**src/rtl/chrom_mut_pkg.sv**
```systemverilog
package chrom_mut_pkg;
  typedef enum logic [1:0] {
    MUT_SINGLE  = 2'b00,
    MUT_MASK    = 2'b01,
    MUT_UNIFORM = 2'b10,
    MUT_COPY    = 2'b11
  } mut_mode_e;

  typedef enum logic {
    CT_IDLE   = 1'b0,
    CT_SETTLE = 1'b1
  } ctrl_state_e;
endpackage

```
**src/rtl/chrom_mut_lfsr.sv**
```systemverilog
module chrom_mut_lfsr #(
  parameter int unsigned     W    = 8,
  parameter logic [W-1:0]    POLY = 'hB8,
  parameter logic [W-1:0]    SEED = 'h5A
) (
  input  logic         clk,
  input  logic         rst_n,
  input  logic         step,
  output logic [W-1:0] state
);
  logic [W-1:0] state_q;
  logic [W-1:0] state_d;

  always_comb begin
    state_d = state_q;
    if (step) begin
      state_d = {1'b0, state_q[W-1:1]} ^ (state_q[0] ? POLY : '0);
    end
  end

  always_ff @(posedge clk or negedge rst_n) begin
    if (!rst_n) state_q <= SEED;
    else        state_q <= state_d;
  end

  assign state = state_q;


  lfsr_nonzero_chk: assert property (@(posedge clk) disable iff (!rst_n)
    state_q != '0);


  lfsr_hold_chk: assert property (@(posedge clk) disable iff (!rst_n)
    !step |=> $stable(state_q));
endmodule

```
**src/rtl/chrom_mut_ctrl.sv**
```systemverilog
module chrom_mut_ctrl
  import chrom_mut_pkg::*;
(
  input  logic clk,
  input  logic rst_n,
  input  logic start,
  output logic ready,
  output logic accept
);
  ctrl_state_e st_q;
  ctrl_state_e st_d;

  always_comb begin
    st_d = st_q;
    case (st_q)
      CT_IDLE:   if (start) st_d = CT_SETTLE;
      CT_SETTLE: st_d = CT_IDLE;
      default:   st_d = CT_IDLE;
    endcase
  end

  always_ff @(posedge clk or negedge rst_n) begin
    if (!rst_n) st_q <= CT_IDLE;
    else        st_q <= st_d;
  end

  assign ready  = (st_q == CT_IDLE);
  assign accept = ready && start;


  take_drops_ready_chk: assert property (@(posedge clk) disable iff (!rst_n)
    (ready && start) |=> !ready);


  settle_one_cycle_chk: assert property (@(posedge clk) disable iff (!rst_n)
    !ready |=> ready);
endmodule

```
**src/rtl/chrom_mut_core.sv**
```systemverilog
module chrom_mut_core
  import chrom_mut_pkg::*;
#(
  parameter int unsigned CHROM_W = 16,
  parameter int unsigned PROB_W  = 8,
  parameter int unsigned PT_W    = 8,
  localparam int unsigned SW     = CHROM_W + PROB_W,
  localparam int unsigned IDX_W  = (CHROM_W > 1) ? $clog2(CHROM_W) : 1
) (
  input  logic [CHROM_W-1:0] chrom_in,
  input  mut_mode_e          mode,
  input  logic [PROB_W-1:0]  pm,
  input  logic [SW-1:0]      mask_state,
  input  logic [PT_W-1:0]    point_state,
  output logic               gate_pass,
  output logic [CHROM_W-1:0] result
);
  logic [PROB_W-1:0]  pr;
  logic [IDX_W-1:0]   pt_idx;
  logic [CHROM_W-1:0] single_flip;
  logic [CHROM_W-1:0] uni_flip;
  logic [CHROM_W-1:0] sel_flip;
  logic [2*SW-1:0]    dbl;

  assign pr        = mask_state[SW-1:CHROM_W];
  assign gate_pass = (pr <= pm);
  assign pt_idx    = IDX_W'(32'(point_state) % CHROM_W);
  assign dbl       = {mask_state, mask_state};

  always_comb begin
    single_flip         = '0;
    single_flip[pt_idx] = 1'b1;
  end

  for (genvar i = 0; i < CHROM_W; i++) begin : g_uni
    logic [PROB_W-1:0] win;
    assign win         = dbl[i +: PROB_W];
    assign uni_flip[i] = (win <= pm);
  end

  always_comb begin
    case (mode)
      MUT_SINGLE:  sel_flip = single_flip;
      MUT_MASK:    sel_flip = mask_state[CHROM_W-1:0];
      MUT_UNIFORM: sel_flip = uni_flip;
      default:     sel_flip = '0;
    endcase
    result = gate_pass ? (chrom_in ^ sel_flip) : chrom_in;
  end
endmodule

```
**src/rtl/chrom_mutator.sv**
```systemverilog
module chrom_mutator
  import chrom_mut_pkg::*;
#(
  parameter int unsigned CHROM_W = 16,
  parameter int unsigned PROB_W  = 8,
  localparam int unsigned SW     = CHROM_W + PROB_W,
  localparam int unsigned PT_W   = 2 * ((CHROM_W > 1) ? $clog2(CHROM_W) : 1),
  parameter logic [SW-1:0]   MASK_POLY  = 'hE10000,
  parameter logic [SW-1:0]   MASK_SEED  = 'hACE1F5,
  parameter logic [PT_W-1:0] POINT_POLY = 'hB8,
  parameter logic [PT_W-1:0] POINT_SEED = 'h5A
) (
  input  logic               clk,
  input  logic               rst_n,
  input  logic               start,
  input  logic [1:0]         mut_mode,
  input  logic [PROB_W-1:0]  mut_prob,
  input  logic [CHROM_W-1:0] chrom_in,
  output logic [CHROM_W-1:0] chrom_out,
  output logic               ready
);
  logic [1:0]         rst_sync_q;
  logic               rst_int_n;
  logic               accept;
  logic               gate_pass;
  logic [SW-1:0]      mask_state;
  logic [PT_W-1:0]    point_state;
  logic [CHROM_W-1:0] result;
  logic [CHROM_W-1:0] out_q;
  logic [CHROM_W-1:0] out_d;
  mut_mode_e          mode;

  always_ff @(posedge clk or negedge rst_n) begin
    if (!rst_n) rst_sync_q <= 2'b00;
    else        rst_sync_q <= {rst_sync_q[0], 1'b1};
  end
  assign rst_int_n = rst_sync_q[1];

  assign mode = mut_mode_e'(mut_mode);

  chrom_mut_ctrl u_ctrl (
    .clk    (clk),
    .rst_n  (rst_int_n),
    .start  (start),
    .ready  (ready),
    .accept (accept)
  );

  chrom_mut_lfsr #(.W(SW), .POLY(MASK_POLY), .SEED(MASK_SEED)) u_mask_rng (
    .clk   (clk),
    .rst_n (rst_int_n),
    .step  (accept),
    .state (mask_state)
  );

  chrom_mut_lfsr #(.W(PT_W), .POLY(POINT_POLY), .SEED(POINT_SEED)) u_point_rng (
    .clk   (clk),
    .rst_n (rst_int_n),
    .step  (accept),
    .state (point_state)
  );

  chrom_mut_core #(.CHROM_W(CHROM_W), .PROB_W(PROB_W), .PT_W(PT_W)) u_core (
    .chrom_in    (chrom_in),
    .mode        (mode),
    .pm          (mut_prob),
    .mask_state  (mask_state),
    .point_state (point_state),
    .gate_pass   (gate_pass),
    .result      (result)
  );

  always_comb begin
    out_d = out_q;
    if (accept) out_d = result;
  end

  always_ff @(posedge clk or negedge rst_int_n) begin
    if (!rst_int_n) out_q <= '0;
    else            out_q <= out_d;
  end

  assign chrom_out = out_q;


  gate_fail_copy_chk: assert property (@(posedge clk) disable iff (!rst_int_n)
    (accept && !gate_pass) |=> (chrom_out == $past(chrom_in)));


  copy_mode_chk: assert property (@(posedge clk) disable iff (!rst_int_n)
    (accept && mode == MUT_COPY) |=> (chrom_out == $past(chrom_in)));


  single_one_bit_chk: assert property (@(posedge clk) disable iff (!rst_int_n)
    (accept && gate_pass && mode == MUT_SINGLE)
      |=> ($countones(chrom_out ^ $past(chrom_in)) == 1));


  idle_out_stable_chk: assert property (@(posedge clk) disable iff (!rst_int_n)
    !accept |=> $stable(chrom_out));
endmodule

```
**config.mk**
```make
export PLATFORM = sky130hd
export DESIGN_NAME = chrom_mutator
export DESIGN_NICKNAME = d
export VERILOG_FILES = /design/src/rtl/chrom_mut_pkg.sv /design/src/rtl/chrom_mut_lfsr.sv /design/src/rtl/chrom_mut_ctrl.sv /design/src/rtl/chrom_mut_core.sv /design/src/rtl/chrom_mutator.sv
export SDC_FILE = /design/constraint.sdc
export NUM_CORES = 1
export LEC_CHECK = 0
export BUFFER_PORTS_ARGS = -buffer_cell sky130_fd_sc_hd__buf_2
export CAP_MARGIN = 0
export CORE_MARGIN = 2
export CORE_UTILIZATION = 62
export CTS_CLUSTER_DIAMETER = 30
export CTS_CLUSTER_SIZE = 24
export DETAILED_ROUTE_END_ITERATION = 6
export PLACE_DENSITY = 0.82
export SETUP_SLACK_MARGIN = 0.2
export SYNTH_ARGS = -nofsm -noshare
export SYNTH_HDL_FRONTEND = slang
export SYNTH_SLANG_ARGS = --single-unit
```
**constraint.sdc**
```tcl
create_clock -name clk -period 5.1 [get_ports clk]
set_clock_uncertainty 0.15 [all_clocks]
set_input_delay 1.02 -clock clk [delete_from_list [all_inputs] [get_ports clk]]
set_output_delay 1.02 -clock clk [all_outputs]
set_load 0.1 [all_outputs]
```
* After elaboration in Yosys (flattened, before gate mapping)
Cells that the tools add are included.
Storage, ports and cells: bits of input ports 29, output and inout port bits 17, register bits 51, word-level logic and storage cells 41
Cells by class: muxes and demuxes 8, bitwise logic cells 4, reduce and logical (&&, ||, !) cells 3, $lt $le $gt $ge 19, equal/unequal tests 2
Operators by type and width (count):
- $le A8 B8 Y1 | 17
- $pmux W16 S3 | 1
- $mux W24 | 1
- $xor A23 B24 Y24 | 1
- $mux W16 | 1
- $xor A16 B16 Y16 | 1
- $mux W8 | 1
- $xor A7 B8 Y8 | 1
- $lt A4 B5 Y1 const B | 1
- $demux W1 S4 | 1
- $ge A4 B1 Y1 const B | 1
- $eq A2 B1 Y1 const B | 1
- $eq A2 B2 Y1 const B | 1
- $logic_and A1 B1 Y1 | 2
- $logic_not A2 Y1 | 1
- $mux W1 | 2
- $pmux W1 S2 | 1
- $not A1 Y1 | 1

* Depth between registers and ports, before layout
Gate-level depths: netlist of the first run.
depth after elaboration 7, mapped depth 9, depth with buffers taken out 8

* Modules after synthesis
From an unflattened synthesis of the first run, not the netlist that was laid out.
Second synthesis, totals: cells, all modules 602, area total of the unflattened synthesis 5948.2 um^2
By module, submodules not included:
- chrom_mut_core | times used 1, cells an instance 482, area each 3886.2 um^2, sequential area each 0.0 um^2
- chrom_mut_lfsr at u_mask_rng | times used 1, cells an instance 57, area each 1002.2 um^2, sequential area each 618.1 um^2
- chrom_mutator | times used 1, cells an instance 37, area each 703.2 um^2, sequential area each 450.4 um^2
- chrom_mut_lfsr at u_point_rng | times used 1, cells an instance 23, area each 321.6 um^2, sequential area each 205.2 um^2
- chrom_mut_ctrl | times used 1, cells an instance 3, area each 35.0 um^2, sequential area each 25.0 um^2

* Least setup slack after synthesis of the first run
OpenSTA, ideal clock, no wires.
kind input -> register, start point in mut_prob[5], end point reg out_q[10] (netlist: chrom_out[10]), data required time 4.885 ns, setup slack 1.984 ns, arrival time 2.901 ns, path buffers 1, setup time 0.065 ns, stages on the path 9, path through inv_1 ha_1 a211o_1 o211ai_1 o2111a_1 clkbuf_1 o21ai_0 mux2_1 nand2_1
On the way: cells in the longest elaborated chain, start to end 4, elaborated cells between the ends (all ways) 5, classes of those cells 2 x order compare; 2 x mux; 1 x bitwise
RTL lines:
- start, declared | line chrom_mutator.sv:17 | input logic [PROB_W-1:0] mut_prob,
- $le A8 B8 Y1 | line chrom_mut_core.sv:38 | assign uni_flip[i] = (win <= pm);
- $pmux W16 S3 | line chrom_mut_core.sv:42 | case (mode)
- $xor A16 B16 Y16 | line chrom_mut_core.sv:48 | result = gate_pass ? (chrom_in ^ sel_flip) : chrom_in;
- $mux W16 * | line chrom_mut_core.sv:48
- end signal, assigned | line chrom_mutator.sv:80 | else out_q <= out_d;
- end, declared | line chrom_mutator.sv:29 | logic [CHROM_W-1:0] out_q;
Mark *: on every way between the ends. The rest lies on a longest branch, timed or not. A chain may end at the register's enable or synchronous reset.

* Worst setup path in the final report of the first run
start point in mut_prob[7], end point reg out_q[2] (netlist: chrom_out[2])
Same word-level chain as after synthesis.

==> results of run 1 <==
[sequential cells by signal (all words and copies together) (netlist names)]
name,flops
chrom_out,16
u_mask_rng.state,24
u_point_rng.state,8
rst_sync_q,2
u_ctrl.st_q,1
[area by class of cell]
| class | count | share of cell area, % |
|---|---|---|
| timing repair buffer | 52 | 4.48 |
| sequential | 51 | 21.0 |
| clock inverter | 3 | 0.363 |
| tap | 111 | 2.24 |
| clock buffer | 5 | 1.11 |
| inverter | 28 | 1.70 |
| multi-input combinational | 573 | 69.1 |
[stage by stage]
step	power (W)	setup slack, ns	util [%]	std cells	instance area [um^2]
2_1_floorplan	0.00191	1.98	-	680	5830
3_3_place_gp	0.00217	1.39	66.4	815	6110
3_5_place_dp	0.00228	1.22	66.4	815	6110
4_1_cts	0.00255	1.57	67.4	823	6200
5_1_grt	0.00274	1.37	67.4	823	6200
6_report	0.00256	1.53	67.4	823	6200
[power groups by stage]
stage / Combinational (W) / Sequential [W] / Clock [W]
final: 0.00150 / 0.000796 / 0.000272
after global routing: 0.00164 / 0.000814 / 0.000291
after CTS: 0.00149 / 0.000789 / 0.000276
after detailed placement: 0.00148 / 0.000797 / 0
after global placement: 0.00138 / 0.000791 / 0
after floorplan: 0.000861 / 0.00104 / 0
[cell usage in the layout, fill, tap and decap left out, types with 9 or more instances in the layout]
| cell type | instances |
|---|---|
| sky130_fd_sc_hd__dfstp_2 | 18 |
| sky130_fd_sc_hd__nor4_1 | 13 |
| sky130_fd_sc_hd__mux2_1 | 9 |
| sky130_fd_sc_hd__ha_1 | 136 |
| sky130_fd_sc_hd__nand4_1 | 32 |
| sky130_fd_sc_hd__nor2_1 | 35 |
| sky130_fd_sc_hd__o21a_1 | 12 |
| sky130_fd_sc_hd__or3_1 | 10 |
| sky130_fd_sc_hd__nand2_1 | 100 |
| sky130_fd_sc_hd__nor2b_1 | 20 |
| sky130_fd_sc_hd__dfrtp_1 | 32 |
| sky130_fd_sc_hd__inv_1 | 27 |
| sky130_fd_sc_hd__a211oi_1 | 16 |
| sky130_fd_sc_hd__a22oi_1 | 9 |
| sky130_fd_sc_hd__buf_2 | 45 |
| sky130_fd_sc_hd__a21oi_1 | 30 |
| sky130_fd_sc_hd__o31a_1 | 15 |
| sky130_fd_sc_hd__o211ai_1 | 13 |
| sky130_fd_sc_hd__o21ai_0 | 60 |
[routing by layer]
| layer | vias up | routed length (um) |
|---|---|---|
| li1 | 2605 | - |
| met1 | 2639 | 6920 |
| met2 | 227 | 7380 |
| met3 | 32 | 1160 |
| met4 | 0 | 337 |
| met5 | - | 0 |
[cells by family after synthesis]
| group | after synthesis | share of synthesized area [%] |
|---|---|---|
| AO/OA/AOI/OAI | 177 | 19.7 |
| buffers and inverters | 56 | 4.21 |
| AND/OR/NAND/NOR | 237 | 20.6 |
| XOR/XNOR | 6 | 0.901 |
| other | 1 | 0.0643 |
| multiplexers | 16 | 3.07 |
| adder cells (fa/ha/maj) | 136 | 29.2 |
| flip-flops | 51 | 22.3 |
[critical path: stages]
cell                       delay (ns)
sky130_fd_sc_hd__buf_2           0.10
sky130_fd_sc_hd__inv_1           0.54
sky130_fd_sc_hd__ha_1            0.37
sky130_fd_sc_hd__o211ai_1        0.15
sky130_fd_sc_hd__o2111a_1        0.89
sky130_fd_sc_hd__o21ai_0         0.22
sky130_fd_sc_hd__mux2_1          0.33
sky130_fd_sc_hd__nand2_1         0.06
[how the worst min path moves through the flow]
stage / slack (ns) / endpoint / from
after floorplan: 0.18 / rst_sync_q[1]$_DFF_PN0_ / rst_sync_q[0]$_DFF_PN0_
after global placement: 0.11 / u_point_rng.state[7]$_DFFE_PN0P_ / rst_sync_q[1]$_DFF_PN0_
after detailed placement: 0.12 / u_point_rng.state[7]$_DFFE_PN0P_ / rst_sync_q[1]$_DFF_PN0_
after CTS: 0.12 / u_point_rng.state[7]$_DFFE_PN0P_ / rst_sync_q[1]$_DFF_PN0_
after global routing: 0.15 / u_mask_rng.state[20]$_DFFE_PN0P_ / rst_sync_q[1]$_DFF_PN0_
final: 0.10 / u_mask_rng.state[10]$_DFFE_PN0P_ / rst_sync_q[1]$_DFF_PN0_
==> results by stage, run 1 <==
Die:
- For this configuration, the core starts out at a cell density of between 60% and 70%.
- The standard-cell row count is 35.
- The full die area is a little over 10,000 um^2.
- The floorplan step set the die width to roughly 100 um.
- For this design the top-level I/O count stands at 46.
- The core region is a little over 9000 um^2.
- In this run the vertical extent of the chip is 101 um.

Routing:
- The post-detailed-route count of antenna-violating nets is 0.
- The detailed-route DRC error count is 0.
- In this run, the number of DRC markers left after iteration 0 of detailed routing was about 310.
- The first-pass iteration count of the detailed router is 5.
- After detailed routing, the average wire length per cell comes to ~19 um.
- Summing over every cut layer, the via total after detailed routing is between 5,000 and 6,000.
- After detailed routing, the total wire length is approximately 16 mm.
- The via density per instance is roughly 6.7.

Worst setup path:
- Of all nets on the critical path, the largest fanout is 32.
- The length in cells of the worst reg-to-reg path is 7.
- The kind of critical path is in -> reg.
- Following the worst setup path forward leads to its endpoint at chrom_out[2]$_DFFE_PN0P_.
- The critical register-to-register path startpoint is u_mask_rng.state[21]$_DFFE_PN1P_.
- The reg-to-reg endpoint is chrom_out[2]$_DFFE_PN0P_.
- Data on the critical path is required at its endpoint by 5.22 ns.
- The worst setup path is launched from an input pin.
- The worst setup path is captured at a register.
- At the worst endpoint, the arrival time is approximately 3.7 ns.
- The most critical setup path has its startpoint at mut_prob[7].
- The worst-case register-to-register setup slack is approximately 2.2 ns.

Yosys:
- Ranked by total cell area, the synthesized netlist is headed by sky130_fd_sc_hd__ha_1 29%, sky130_fd_sc_hd__dfrtp_1 14%, sky130_fd_sc_hd__dfstp_2 8.1%, sky130_fd_sc_hd__nand2_1 6.4%, sky130_fd_sc_hd__o21ai_0 5.2%.
- Counting flops and latches in the post-synthesis netlist gives 51.
- The total standard cell area after synthesis is 5830 um^2.
- The most common cell in the synthesized netlist is sky130_fd_sc_hd__ha_1.
- The commonest cells after synthesis are 136 x sky130_fd_sc_hd__ha_1, 100 x sky130_fd_sc_hd__nand2_1, 60 x sky130_fd_sc_hd__o21ai_0, 35 x sky130_fd_sc_hd__nor2_1, 33 x sky130_fd_sc_hd__dfrtp_1.
- Among all flip-flop cells after synthesis, the most frequent one is sky130_fd_sc_hd__dfrtp_1.
- The number of enable flip-flop cells after synthesis is 0.
- The fraction of synthesized cell area taken by the top area cell type is approximately 29%.
- The count of synthesis-stage warnings from yosys is 0.
- The count of distinct cell types in the synthesized netlist is 56.
- The average instance in the mapped netlist occupies 8.57 um^2.
- The post-synthesis net count is 845.
- The gate count after technology mapping is 680.
- The top cell type by total area after synthesis is sky130_fd_sc_hd__ha_1.
- The fraction of synthesis flops using an asynchronous set or reset pin is 100%.
- Summing the sequential cell areas from Yosys gives between 20 and 25% of the chip area.

Run:
- The number of max-cap violations is 0.

Global route:
- In the global route stage, met3 resource usage came out at 3.68%.
- The initial antenna violation count is 0.
- The first-pass GRT wire length is approximately 25 mm.
- In the global route stage, met2 resource usage came out at 52.0%.
- Across every metal layer, demand over resource in global routing totals ~31%.
- The via count of the first global-routing pass is about 5,200.
- The global-route congestion overflow total is 0.
- The maximum number of pins on one net before global-route repair is a little over 70.
- After global routing, the most crowded layer is met2.
- For met1 alone, demand over resource in global routing was a little over two fifths.

Clocking:
- The tree built by TritonCTS fans out to 51 sinks.
- TritonCTS built the clock tree.
- The deepest clock path buffer count is 2.
- Gates resized during post-CTS repair numbered 0.
- The number of H-tree levels is 2.
- For the worst-skew pair, the clock arrives at the later sink with an insertion delay of between 0.3 and 0.4 ns.
- After clock tree synthesis, the clock-pin slew on the worst setup and hold paths is between 0.1 and 0.15 ns.
- The buffers inserted during post-CTS setup optimization is 0.
- Clock tree synthesis inserted a total of 5 buffers.
- The cell sitting at the root of the clock tree is a sky130_fd_sc_hd__clkbuf_8.
- Hold repair after CTS inserted 0 buffers.

Power and ir drop:
- For this design the ratio of total power to cell area is ~410 nW/um^2.
- The reported leakage power is between 2 and 3 nW.
- Combinational logic is responsible for slightly below 60% of the overall power.
- The share of total power dissipated in sequential elements is a little under a third.
- Of the total power, the share spent switching nets is 54.1%.
- Across the VDD grid, the largest voltage drop is around 0.36 mV.
- The net switching power figure is 0.00139 W.
- The cell-internal power is around 0.0012 W.
- Per report_power, the clock group accounts for a little over a tenth of the total.

Placement:
- The wire-length estimate of the detail-placed layout is around 11 mm.
- The congestion estimate from routability-driven global placement came to 0.899.
- The number of port buffers is 45.

Finish:
- Summing all multi-input logic gate instances after layout gives approximately 4300 um^2.
- Registers take roughly 1300 um^2.
- The final-layout fill cell count is between 700 and 800.
- The number of antenna diodes in the final layout is 0.
- The post-route netlist has about 14% of its cells at a drive strength greater than 1.
- The net count reported at finish is just under 900.
- The layout overhead on the synthesized area is 6.33%.

STA:
- For the pin with the worst max-slew slack, the measured transition is around 1.1 ns.
- The number of max-slew violations in the final report was 0.
- The final count of hold timing violations is 0.
- The aggregate negative setup slack is 0 ns.
- Hold timing on the final database bottoms out at a slack of 0.101 ns.
- Setup repair after global routing left no endpoint under its margin.
- Headroom to the max-slew limit came out at 26.7%.
- For this run, the top clock speed supported by timing is 0.280 GHz.
- The setup violation total in the final timing report is 0.
- The post-route clock period utilization is a little over two thirds.
- The routed design could run at a clock period as short as around 3.6 ns.

Outcome:
- The flow ran to the end, and the final reports show no timing, DRC or antenna violations.

Min path:
- The min-delay analysis places its worst path in the category reg -> async.
No activity file was read; power rests on OpenSTA's default activity.
==> inputs of run 2 (changes only) <==
--- a/config.mk
+++ b/config.mk
@@ -5,6 +5,7 @@
 export SDC_FILE = /design/constraint.sdc
 export NUM_CORES = 1
 export LEC_CHECK = 0
+export ABC_AREA = 1
 export BUFFER_PORTS_ARGS = -buffer_cell sky130_fd_sc_hd__buf_2
 export CAP_MARGIN = 0
 export CORE_MARGIN = 2
==> constraint.sdc (replaced) <==
create_clock -name clk -period 3.53 [get_ports clk]
set_clock_uncertainty 0.15 [all_clocks]
set_input_delay 0.706 -clock clk [delete_from_list [all_inputs] [get_ports clk]]
set_output_delay 0.706 -clock clk [all_outputs]
set_load 0.1 [all_outputs]
==> run 2 against run 1 <==
Effect of this change:
- first-iteration DRC count up 31%
- sequential power up 9.2%
- critical path type unchanged
- die area up 1.8%
==> results by stage, run 2 <==
Yosys:
- The most used flip-flop cell after synthesis is sky130_fd_sc_hd__dfrtp_1.
- The flip-flop and latch count after synthesis came to 51 (unchanged).
- The most common cell in the synthesized netlist is sky130_fd_sc_hd__nand2_1.
- The fraction of synthesis flops using an asynchronous set or reset pin came to 100% (unchanged).
- The gate count after technology mapping is 852 (+25%).
- Yosys attributes the largest share of cell area to sky130_fd_sc_hd__ha_1 29%, sky130_fd_sc_hd__nand2_1 19%, sky130_fd_sc_hd__dfrtp_1 14%, sky130_fd_sc_hd__dfstp_2 8.0%, sky130_fd_sc_hd__inv_1 5.1%.
- The total standard cell area after synthesis is 5940 um^2 (+1.9%).
- The number of enable flip-flop cells after synthesis came to 0 (unchanged).
- The count of distinct cell types in the synthesized netlist is 30 (-46%).
- The top cell type by total area after synthesis is sky130_fd_sc_hd__ha_1.
- The fraction of synthesized cell area taken by the top area cell type is 28.6% (-0.55 points).
- The per-instance average area after synthesis was 6.98 um^2 (-19%).
- Counting instances in the post-synthesis netlist gives the leading cell types as 293 x sky130_fd_sc_hd__nand2_1, 136 x sky130_fd_sc_hd__ha_1, 81 x sky130_fd_sc_hd__inv_1, 53 x sky130_fd_sc_hd__nor2_1, 42 x sky130_fd_sc_hd__nand3_1.
- The count of synthesis-stage warnings from yosys came to 0 (unchanged).
- The post-synthesis net count came to 1,017 (+20%).
- The part of the Yosys area used for sequential elements is 21.9% (-0.42 points).

Worst setup path:
- The critical path data required time is 3.64 ns (-1.58 ns).
- The arrival time at the worst endpoint came to 2.85 ns (-0.84 ns).
- The length in cells of the worst reg-to-reg path is 10 (+3).
- STA classifies the critical path startpoint as an input pin.
- STA classifies the critical path endpoint as a register.
- In this run the worst setup path begins at mut_prob[4].
- The termination of the worst setup path is chrom_out[0]$_DFFE_PN0P_.
- The worst-case register-to-register setup slack is 1.08 ns (-1.07 ns).
- The kind of critical path is in -> reg.
- The largest driver fanout on the critical path was 32 (unchanged).
- The reg-to-reg endpoint is chrom_out[0]$_DFFE_PN0P_.
- The critical register-to-register path startpoint is u_mask_rng.state[23]$_DFFE_PN1P_.

STA:
- The number of max-slew violations in the final report is 0 (unchanged).
- The final count of hold timing violations is 0 (unchanged).
- The clock period minus final worst setup slack is around 2.7 ns.
- Setup repair after global routing left no endpoint under its margin.
- The slew at the pin with the worst max-slew slack is 0.814 ns (-0.284 ns).
- The headroom to the max-slew limit was 45.7% (+19 points).
- The aggregate negative setup slack is 0 ns (unchanged).
- The maximum clock frequency is 0.365 GHz.
- The setup violation total in the final timing report is 0 (unchanged).
- The final critical path takes up between 70% and 80% of the cycle.
- The worst hold slack is 0.169 ns (+0.0678 ns).

Power and ir drop:
- The part of the power in combinational logic is 50.7% (-7.7 points).
- The switching share of total power is 48.7% (-5.4 points).
- The power density of the placed cells came to 417 nW/um^2 (+0.77%).
- The worst voltage drop across the vdd grid is 0.334 mV (-7.5%).
- The portion of total power attributed to the clock network was 16.8% (+6.2 points).
- The part of the power in registers was 32.5% (+1.5 points).
- The net switching power figure was 0.00130 W (-6.1%).
- The cell-internal power is 0.00137 W (+17%).
- The reported leakage power is 3.74 nW (+31%).

Finish:
- The final-layout fill cell count is 825 (+6.9%).
- The most common cell after layout, fill and taps aside is sky130_fd_sc_hd__nand2_1.
- The number of flip-flops in the largest register is 24 (unchanged).
- Relative to the synthesized area, the layout overhead comes to 7.96%.
- The net count reported at finish is 1,062 (+21%).
- The library cells used most frequently in the layout, excluding fill and tap cells, are 292 x sky130_fd_sc_hd__nand2_1, 136 x sky130_fd_sc_hd__ha_1, 81 x sky130_fd_sc_hd__inv_1.
- The number of inserted diodes is 0 (unchanged).
- The proportion of layout cells with a drive suffix above 1 is 15.5% (+1.4 points).

Routing:
- The total wire length is 15.7 mm (-0.28%).
- The first-pass iteration count of the detailed router is 5 (unchanged).
- The routed length per placed instance is 15.3 um (-20%).
- The via density per instance is 5.62 (-16%).
- The count of vias placed by the detailed router was 5,771 (+4.9%).
- The DRC violation total after the first TritonRoute iteration came to 410 (+31%).
- The detailed-route DRC error count is 0 (unchanged).
- The post-detailed-route count of antenna-violating nets is 0 (unchanged).

Global route:
- The first-pass GRT wire length is 25.9 mm (+2.3%).
- The maximum number of pins on one net before global-route repair is 36 (-49%).
- The global-route track usage on met2 came to 54.0% (+2.0 points).
- The global-route congestion overflow total is 0 (unchanged).
- The global routing usage on met3 is 3.08% (-0.60 points).
- The via count of the first global-routing pass is 5,663 (+8.8%).
- The most used routing layer in global routing is met2.
- The met1 global-route usage is 39.5% (-3.4 points).
- The initial antenna violation count is 0 (unchanged).
- The overall routing resource usage is 31.3% (about the same).

Clocking:
- The number of hold buffers added after cts is 0 (unchanged).
- The post-CTS resize count was 0 (unchanged).
- The buffers inserted during post-CTS setup optimization is 0 (unchanged).
- The clock slew seen by the registers of the worst setup and hold paths is 0.10 ns (-0.02 ns).
- The root buffer selected by CTS is sky130_fd_sc_hd__clkbuf_8.
- The clock network latency to the later pin of the worst-skew pair was 0.32 ns (about the same).
- The deepest clock path buffer count was 2 (unchanged).
- TritonCTS built the clock tree.
- The CTS sink count is 51 (unchanged).
- The number of H-tree levels is 2 (unchanged).
- The TritonCTS buffer count is 5 (unchanged).

Die:
- The die boundary height is 102 um (+0.92%).
- The I/O pin count is 46 (unchanged).
- The standard-cell row count is 35 (unchanged).
- The full die area is 10,400 um^2 (+1.8%).
- The core footprint was 9280 um^2 (+0.95%).
- The initial standard-cell utilization of the core is 64.0% (+0.61 points).
- The overall die width is 102 um (+0.92%).

Run:
- The number of max-cap violations is 0 (unchanged).

Min path:
- The path class of the tightest hold or removal check is reg -> async.

Placement:
- The last weighted congestion value of the routability-driven placer is 0.954 (+6.2%).
- The number of port buffers is 45 (unchanged).
- The HPWL after detailed placement was 11.9 mm (+6.5%).

Outcome:
- The flow ran to the end, and the final reports show no timing, DRC or antenna violations.
[run 2: worst max-delay path, stage by stage]
cell	delay, ns
sky130_fd_sc_hd__buf_2	0.10
sky130_fd_sc_hd__inv_1	0.59
sky130_fd_sc_hd__ha_1	0.37
sky130_fd_sc_hd__nand2_2	0.09
sky130_fd_sc_hd__nor2_4	0.05
sky130_fd_sc_hd__nand2_1	0.06
sky130_fd_sc_hd__nand2_1	0.08
sky130_fd_sc_hd__a21boi_4	0.12
sky130_fd_sc_hd__buf_4	0.31
sky130_fd_sc_hd__nand2_1	0.10
sky130_fd_sc_hd__nand2_1	0.08
sky130_fd_sc_hd__nand3_1	0.09
sky130_fd_sc_hd__nand2_1	0.09
[run 2: final cells by class]
type | count | area (um^2) | share of cell area (%)
flip-flops and latches | 51 | 1300 | 20.3
inverters | 116 | 435 | 6.79
repair buffers | 56 | 310 | 4.84
clock inverters | 2 | 38.8 | 0.605
clock buffers | 6 | 82.6 | 1.29
well taps | 129 | 161 | 2.52
multi-input cells | 667 | 4090 | 63.7
[run 2: kinds of logic after synthesis]
logic type	count (synthesis)	synth area share, %
other cells	1	0.0631
buf+inv	134	9.41
fa+ha+maj	136	28.6
compound gates	100	9.56
xor+xnor	6	0.884
simple gates	424	29.6
flops	51	21.9
[run 2: how the worst min path moves through the flow]
stage / startpoint / end / slack, ns
2_1_floorplan: rst_sync_q[0]$_DFF_PN0_ / rst_sync_q[1]$_DFF_PN0_ / 0.18
3_3_place_gp: rst_sync_q[1]$_DFF_PN0_ / u_mask_rng.state[3]$_DFFE_PN0P_ / 0.17
3_5_place_dp: rst_sync_q[1]$_DFF_PN0_ / chrom_out[4]$_DFFE_PN0P_ / 0.18
4_1_cts: rst_n / rst_sync_q[1]$_DFF_PN0_ / 0.00009
5_1_grt: rst_sync_q[1]$_DFF_PN0_ / u_mask_rng.state[11]$_DFFE_PN0P_ / 0.21
6_report: rst_sync_q[1]$_DFF_PN0_ / chrom_out[2]$_DFFE_PN0P_ / 0.17
[run 2: metrics by stage]
stage               worst slack [ns]  utilization, %  cells  power [W]  instance area (um^2)
floorplan                       1.04               -    852    0.00188                  5940
global placement               0.614            67.7   1018    0.00214                  6280
detailed placement             0.514            67.7   1018    0.00222                  6280
CTS                            0.837            69.0   1026    0.00267                  6410
global route                   0.682            69.1   1027    0.00289                  6420
finish                         0.790            69.1   1027    0.00267                  6420
[run 2: power by group through the flow]
stage          clock network (W)  logic, W  registers, W
6_report                0.000449   0.00136      0.000869
3_3_place_gp                   0   0.00127      0.000869
2_1_floorplan                  0  0.000827       0.00106
3_5_place_dp                   0   0.00134      0.000874
5_1_grt                 0.000476   0.00153      0.000882
4_1_cts                 0.000452   0.00135      0.000864
[run 2: metal layers]
| metal | vias to the layer above | routed length (um) |
|---|---|---|
| met5 | - | 0 |
| met4 | 0 | 663 |
| met3 | 59 | 828 |
| met2 | 175 | 7570 |
| met1 | 2684 | 6690 |
| li1 | 2853 | - |
